===== config.mk =====
export PLATFORM = sky130hd
export DESIGN_NAME = tdm_slot_router
export DESIGN_NICKNAME = d
export VERILOG_FILES = /design/src/rtl/tdm_route_pkg.sv /design/src/rtl/tdm_route_table.sv /design/src/rtl/tdm_slot_walker.sv /design/src/rtl/tdm_slot_router.sv
export SDC_FILE = /design/constraint.sdc
export NUM_CORES = 2
export LEC_CHECK = 0
export BUFFER_PORTS_ARGS = -buffer_cell sky130_fd_sc_hd__clkbuf_2
export CORE_UTILIZATION = 55
export CTS_CLUSTER_DIAMETER = 50
export CTS_CLUSTER_SIZE = 16
export DETAILED_ROUTE_END_ITERATION = 10
export PLACE_DENSITY_LB_ADDON = 0.25
export SYNTH_ARGS = -nofsm -noshare
export SYNTH_HDL_FRONTEND = slang
export SYNTH_SLANG_ARGS = --single-unit

===== constraint.sdc =====
create_clock -name clk -period 7 [get_ports clk]
set_clock_uncertainty 0.15 [all_clocks]
set_input_delay 1.4 -clock clk [delete_from_list [all_inputs] [get_ports clk]]
set_output_delay 1.4 -clock clk [all_outputs]
set_load 0.03 [all_outputs]

===== src/rtl/tdm_route_pkg.sv =====
// Shared sizes and the stored route entry type for the TDM slot router.
package tdm_route_pkg;
    localparam int CH_N    = 5;                  // addressable serial channels
    localparam int MAX_ENT = 64;                 // entries per route table
    localparam int LEN_W   = 6;                  // run length minus one, 1..64 slots
    localparam int IDX_W   = $clog2(MAX_ENT);
    localparam int DEST_W  = $clog2(CH_N + 1);   // 0 = unused, 1..CH_N = channel

    typedef struct packed {
        logic              last;
        logic [DEST_W-1:0] dest;
        logic [LEN_W-1:0]  len_m1;
    } route_ent_t;
endpackage


===== src/rtl/tdm_route_table.sv =====
// One route table: MAX_ENT flop entries, one write port and one combinational
// read port. A bad write is stored with code 0 and reported through bad_wr.
// Assumes: reset leaves a single empty last entry, so an unprogrammed table
// routes nothing.
module tdm_route_table
    import tdm_route_pkg::*;
#(
    parameter int FLAG_W = 4
) (
    input  logic              clk,
    input  logic              rst_n,
    input  logic              we,
    input  logic [IDX_W-1:0]  widx,
    input  logic [LEN_W-1:0]  wlen_m1,
    input  logic [DEST_W-1:0] wdest,
    input  logic [FLAG_W-1:0] wflags,
    input  logic              wlast,
    input  logic [IDX_W-1:0]  ridx,
    output route_ent_t        rent,
    output logic              bad_wr
);
    localparam route_ent_t EMPTY_ENT = '{last: 1'b1, dest: '0, len_m1: '0};

    route_ent_t tbl_q [MAX_ENT];
    route_ent_t clean;
    logic       bad;

    // Sanitise the incoming entry: bad code or nonzero flags make it unused.
    always_comb begin
        bad          = (wdest > DEST_W'(CH_N)) || (wflags != '0);
        clean.last   = wlast;
        clean.len_m1 = wlen_m1;
        clean.dest   = bad ? '0 : wdest;
    end

    // Table storage with reset to empty.
    always_ff @(posedge clk) begin
        if (!rst_n) begin
            for (int i = 0; i < MAX_ENT; i++) tbl_q[i] <= EMPTY_ENT;
        end else if (we) begin
            tbl_q[widx] <= clean;
        end
    end

    // Combinational read and error report.
    assign rent   = tbl_q[ridx];
    assign bad_wr = we && bad;
endmodule


===== src/rtl/tdm_slot_walker.sv =====
// Walks one route table across a frame. A frame start loads entry 0. Each slot
// boundary counts down the current run and then moves to the next entry. After
// the last entry, or the final index, the owner stays 0 until the next frame start.
// Assumes: boundary pulses are one cycle wide, and owner is valid from the cycle after.
module tdm_slot_walker
    import tdm_route_pkg::*;
(
    input  logic              clk,
    input  logic              rst_n,
    input  logic              fs,
    input  logic              adv,
    output logic [IDX_W-1:0]  rd_idx,
    input  route_ent_t        rd_ent,
    output logic [DEST_W-1:0] owner
);
    logic [IDX_W-1:0]  idx_q;
    logic [LEN_W-1:0]  rem_q;
    logic [DEST_W-1:0] dest_q;
    logic              last_q;
    logic              active_q;
    logic              at_end;

    // Address of the entry needed at the coming boundary.
    always_comb rd_idx = fs ? '0 : idx_q + 1'b1;

    // Stop after the marked last entry or at the last physical index.
    always_comb at_end = last_q || (idx_q == IDX_W'(MAX_ENT - 1));

    // Walk state: run countdown and entry stepping.
    always_ff @(posedge clk) begin
        if (!rst_n) begin
            idx_q    <= '0;
            rem_q    <= '0;
            dest_q   <= '0;
            last_q   <= 1'b0;
            active_q <= 1'b0;
        end else if (fs) begin
            idx_q    <= '0;
            rem_q    <= rd_ent.len_m1;
            dest_q   <= rd_ent.dest;
            last_q   <= rd_ent.last;
            active_q <= 1'b1;
        end else if (adv && active_q) begin
            if (rem_q != '0) begin
                rem_q <= rem_q - 1'b1;
            end else if (at_end) begin
                active_q <= 1'b0;
                dest_q   <= '0;
            end else begin
                idx_q  <= rd_idx;
                rem_q  <= rd_ent.len_m1;
                dest_q <= rd_ent.dest;
                last_q <= rd_ent.last;
            end
        end
    end

    assign owner = dest_q;
endmodule


===== src/rtl/tdm_slot_router.sv =====
// Top: receive and transmit route tables with their walkers, receive bit
// steering, transmit bit selection and the sticky bad-entry flag.
// Assumes: the timing engine gives frame start, slot boundary and bit strobes
// as one-cycle pulses, and bit strobes fall outside boundary cycles.
module tdm_slot_router
    import tdm_route_pkg::*;
#(
    parameter int FLAG_W = 4
) (
    input  logic              clk,
    input  logic              rst_n,
    input  logic              wr_en,
    input  logic              wr_tx,
    input  logic [IDX_W-1:0]  wr_idx,
    input  logic [LEN_W-1:0]  wr_len_m1,
    input  logic [DEST_W-1:0] wr_dest,
    input  logic [FLAG_W-1:0] wr_flags,
    input  logic              wr_last,
    input  logic              rx_fs,
    input  logic              rx_adv,
    input  logic              rx_bit_stb,
    input  logic              rx_bit,
    output logic [CH_N-1:0]   rx_ch_stb,
    output logic              rx_ch_bit,
    input  logic              tx_fs,
    input  logic              tx_adv,
    input  logic              tx_bit_stb,
    input  logic [CH_N-1:0]   tx_ch_bit,
    output logic [CH_N-1:0]   tx_ch_take,
    output logic              tx_out,
    output logic              cfg_err
);
    localparam int DIR_N = 2;   // index 0 = receive, 1 = transmit

    logic              fs_v    [DIR_N];
    logic              adv_v   [DIR_N];
    logic              bad_v   [DIR_N];
    logic [IDX_W-1:0]  ridx_v  [DIR_N];
    route_ent_t        ent_v   [DIR_N];
    logic [DEST_W-1:0] owner_v [DIR_N];
    logic [DEST_W-1:0] rx_owner;
    logic [DEST_W-1:0] tx_owner;
    logic              err_q;

    assign fs_v[0]  = rx_fs;
    assign fs_v[1]  = tx_fs;
    assign adv_v[0] = rx_adv;
    assign adv_v[1] = tx_adv;

    // One table and one walker per direction.
    for (genvar d = 0; d < DIR_N; d++) begin : g_dir
        tdm_route_table #(.FLAG_W(FLAG_W)) u_tbl (
            .clk     (clk),
            .rst_n   (rst_n),
            .we      (wr_en && (wr_tx == 1'(d))),
            .widx    (wr_idx),
            .wlen_m1 (wr_len_m1),
            .wdest   (wr_dest),
            .wflags  (wr_flags),
            .wlast   (wr_last),
            .ridx    (ridx_v[d]),
            .rent    (ent_v[d]),
            .bad_wr  (bad_v[d])
        );
        tdm_slot_walker u_walk (
            .clk    (clk),
            .rst_n  (rst_n),
            .fs     (fs_v[d]),
            .adv    (adv_v[d]),
            .rd_idx (ridx_v[d]),
            .rd_ent (ent_v[d]),
            .owner  (owner_v[d])
        );
    end

    assign rx_owner = owner_v[0];
    assign tx_owner = owner_v[1];

    // Per-channel strobes decoded from the slot owners.
    for (genvar k = 0; k < CH_N; k++) begin : g_ch
        assign rx_ch_stb[k]  = rx_bit_stb && (rx_owner == DEST_W'(k + 1));
        assign tx_ch_take[k] = tx_bit_stb && (tx_owner == DEST_W'(k + 1));
    end

    assign rx_ch_bit = rx_bit;

    // Transmit line bit: owning channel's bit, or idle 1 in unused slots.
    always_comb begin
        tx_out = 1'b1;
        for (int k = 0; k < CH_N; k++) begin
            if (tx_owner == DEST_W'(k + 1)) tx_out = tx_ch_bit[k];
        end
    end

    // Sticky error for bad writes to either table.
    always_ff @(posedge clk) begin
        if (!rst_n)                  err_q <= 1'b0;
        else if (bad_v[0] || bad_v[1]) err_q <= 1'b1;
    end

    assign cfg_err = err_q;
endmodule


==> flow_metrics.env <==
export IMPL_drc=0
export IMPL_worstPathBufferInverterCount=1
export IMPL_tightest_slew_ns=1.21
export IMPL_grt_pass1_wl_mm=272
export IMPL_grt_pass1_vias=41300
export IMPL_power_mw=17.0
export IMPL_num_rows=123
export IMPL_fin_crit_sh_pct=67.6
export IMPL_htreeDepth=3
export IMPL_place_ws_ns=2.00
export IMPL_critPathRequiredTime_ns=7.43
export IMPL_final_layout_size_suffix_gt1_share_pct=13.5
export IMPL_worst_setup_path_end_kind="flip-flop"
export IMPL_fin_nets=4887
export IMPL_p_clk_share_pct=40.2
export IMPL_yosysSeqAreaShare_pct=62.8
export IMPL_post_cts_buffers=0
export IMPL_ys_warn_count=0
export IMPL_clk_latency_ns=0.74
export IMPL_vias=44000
export IMPL_ys_ff_latch=1315
export IMPL_pwr_share_seq_pct=53.7
export IMPL_critPathArrivalTime_ns=5.16
export IMPL_min_delay_start="cfg_err"
export IMPL_die_area_mm2=0.115
export IMPL_drtIter0Drc=7253
export IMPL_setup_ws_ns=2.27
export IMPL_ant_nets=0
export IMPL_worstReg2RegStart="g_dir[1].u_walk.idx_q[0]"
export IMPL_cts_buffers=121
export IMPL_worst_path_max_delay_cell="dfxtp_4"
export IMPL_cts_sinks=1315
export IMPL_power_density_mw_per_mm2=253
export IMPL_cts_resized=0
export IMPL_crit_start="g_dir[1].u_walk.idx_q[0]"
export IMPL_clk_pin_slew_ns=0.07
export IMPL_max_slew_margin_pct=19.1
export IMPL_rr_worst_depth=8
export IMPL_area_growth_pct=7.83
export IMPL_clock_fmax_ghz=0.211
export IMPL_first_pass_iters=6
export IMPL_fill_cells=8824
export IMPL_p_switching_mw=4.09
export IMPL_crit_type="reg -> reg"
export IMPL_whs_ns=0.332
export IMPL_fp_coreArea_mm2=0.112
export IMPL_finalMaxSlewViolations=0
export IMPL_routed_wl_mm=185
export IMPL_path_cells="buf_4 -> nand2_1 -> o21ai_0 -> and2_1 -> or2_0 -> a311oi_1 -> o311ai_0 -> a311oi_1"
export IMPL_synth_edff_count=1280
export IMPL_cts_root_buf="clkbuf_16"
export IMPL_antenna_found_initial=8
export IMPL_die_h_um=339
export IMPL_post_route_util_pct=59.8
export IMPL_outcome="completed"
export IMPL_syn_area_mm2=0.0623
export IMPL_portBuffers=46
export IMPL_p_sw_share_pct=24.0
export IMPL_synthCells=5162
export IMPL_grt_usage_pct=31.4
export IMPL_yosysUniqueCellTypes=87
export IMPL_synth_top_cell_by_area="edfxtp_1"
export IMPL_worstSetupPathDepth=8
export IMPL_cts_max_path_buffers=3
export IMPL_rsz0062_at_grt="no"
export IMPL_grt_start_max_net_pins=113
export IMPL_grt_overflow_total=0
export IMPL_combPwrFrac_pct=6.1
export IMPL_tritoncts="built"
export IMPL_wire_per_inst_um=28.6
export IMPL_syn_avg_cell_area_um2=12.1
export IMPL_slowest_delay_ns=0.85
export IMPL_hold_viol=0
export IMPL_critPathLaunchType="flip-flop"
export IMPL_postSynth_asyncResetShare_pct=0
export IMPL_die_x_um=339
export IMPL_vdd_drop_max_v=0.000214
export IMPL_viasPerCell=6.82
export IMPL_p_leak_nw=24.1
export IMPL_internal_power_mw=12.9
export IMPL_critical_path_peak_fanout=66
export IMPL_syn_nets=5204
export IMPL_cpMostUsedCell="a311oi_1"
export IMPL_synth_top_area_share_pct=61.7
export IMPL_ctsHoldBuffers=0
export IMPL_ys_flop_type="edfxtp_1"
export IMPL_fin_setup_tns_ns=0
export IMPL_drv_cap=0
export IMPL_synthTopCellsByArea="edfxtp_1 (62%), and3_1 (7.8%), mux2_2 (3.3%)"
export IMPL_fin_crit_ns=4.73
export IMPL_whs_path_depth=1
export IMPL_critPathTopFamily="simple AND/OR/NAND/NOR gates"
export IMPL_hp_class="reg -> reg"
export IMPL_setup_violations=0
export IMPL_dpl_hpwl_mm=108
export IMPL_place_congestion=0.953
export IMPL_initial_core_util_pct=55.5
export IMPL_pin_count=49
-- cell type report --
| class | count | area (um^2) | area share, % |
|---|---|---|---|
| Multi-Input combinational cell | 3237 | 20900 | 31.1 |
| Clock buffer | 134 | 3120 | 4.64 |
| Clock inverter | 85 | 933 | 1.39 |
| Timing Repair Buffer | 149 | 1130 | 1.68 |
| Antenna cell | 7 | 17.5 | 0.0261 |
| Sequential cell | 1315 | 39100 | 58.2 |
| Tap cell | 1500 | 1880 | 2.79 |
| Inverter | 21 | 80.1 | 0.119 |
-- final timing paths --
path | to | slack (ns)
max | g_dir[1].u_walk.last_q | 2.27
min | cfg_err | 0.33
max reg2reg | g_dir[1].u_walk.last_q | 2.27
min reg2reg | cfg_err | 0.33
-- cell families after synthesis --
logic type | synth area share, %
adders and majority gates | 0.120
muxes | 7.11
DFF | 62.8
buffers and inverters | 4.05
and+or+nand+nor | 17.2
xor gates and xnor gates | 0.293
AOI/OAI and AO/OA | 8.41
-- cell usage in the layout (no fill, tap or decap), types with 12 or more instances in the layout --
cell type   synthesis  routed
clkinvlp_4          0      14
o2111ai_1          12      12
nand2_1           532     526
a2111oi_0          12      12
o31ai_1            14      14
o221ai_1          111     111
nor2_1            468     452
nand3b_1           16      16
a311oi_1           22      22
and3_1            781     780
dfxtp_1            35      33
o22ai_1            76      76
mux2i_1           164     164
a21oi_1            59      59
a221oi_1           39      39
nor2b_1            14      14
o211ai_1           32      32
clkbuf_2            0      37
inv_1              17      17
or3_1             113     113
nor3_1             36      31
buf_4              17     102
o311ai_0           16      16
inv_6               0      13
mux2_2            181     181
mux4_2             31      31
edfxtp_1         1280    1280
o21ai_0           118     118
or2_2              38      38
clkinv_2            0      14
o311a_1            26      26
clkbuf_16           0     122
nand3_1            79      79
a31oi_1            42      42
a211oi_1           25      25
nor2_2              0      12
clkinv_4            0      12
-- flip-flops by register name, indices dropped and copies added (netlist names) --
name                   flops
g_dir.u_walk.active_q      2
g_dir.u_walk.rem_q        12
g_dir.u_tbl.tbl_q       1280
g_dir.u_walk.owner         6
cfg_err                    1
g_dir.u_walk.last_q        2
g_dir.u_walk.idx_q        12
-- worst reg2reg max path, delay by kind of cell (launching register included) --
family	cells	cell delay, ns
simple gates	3	1.74
compound gates	4	1.20
flops	1	0.85
buf+inv	1	0.65
-- cell usage after synthesis, drive strengths merged, types with 6 or more instances --
cell type	number
a2111oi	14
and2	9
edfxtp	1280
mux2	182
o22a	8
or2	40
a211o	9
nand3b	16
nor2b	14
o311a	26
nor3b	6
a221oi	39
o211ai	32
a311oi	22
o21ai	120
xor2	6
o22ai	76
o31ai	14
nand3	80
ha	6
clkbuf	441
o2111ai	12
a32oi	10
inv	17
nor4	6
a32o	9
o311ai	16
and3	782
nor3	37
dfxtp	35
a31oi	42
o32ai	7
xnor2	11
mux4	32
mux2i	165
nor2	468
buf	148
a31o	7
nand2	532
o32a	6
a211oi	25
a21oi	59
or3	113
o221ai	111
nand4	6
-- metal layers --
layer	up-vias	share of wire [%]	track usage, %
li1	18900	-	-
met5	-	0.014	0
met3	358	13	6.25
met4	4	2.6	8.56
met1	21800	40	47.4
met2	2970	44	46.4
-- per-stage QoR --
stage / cells / cell area, um^2
finish: 6448 / 67200
global route: 6441 / 67200
CTS: 6441 / 67200
detailed placement: 6222 / 63100
global placement: 6222 / 63100
floorplan: 5162 / 62300
-- power by group through the flow --
stage	Clock [mW]	Combinational [mW]	Sequential (mW)
after CTS	6.83	1.02	9.14
final	6.84	1.05	9.14
after global routing	7.11	1.09	9.17
after global placement	0	1.00	9.30
after floorplan	0	0.628	9.25
after detailed placement	0	1.01	9.31
Power figures use the tool's default switching activity.
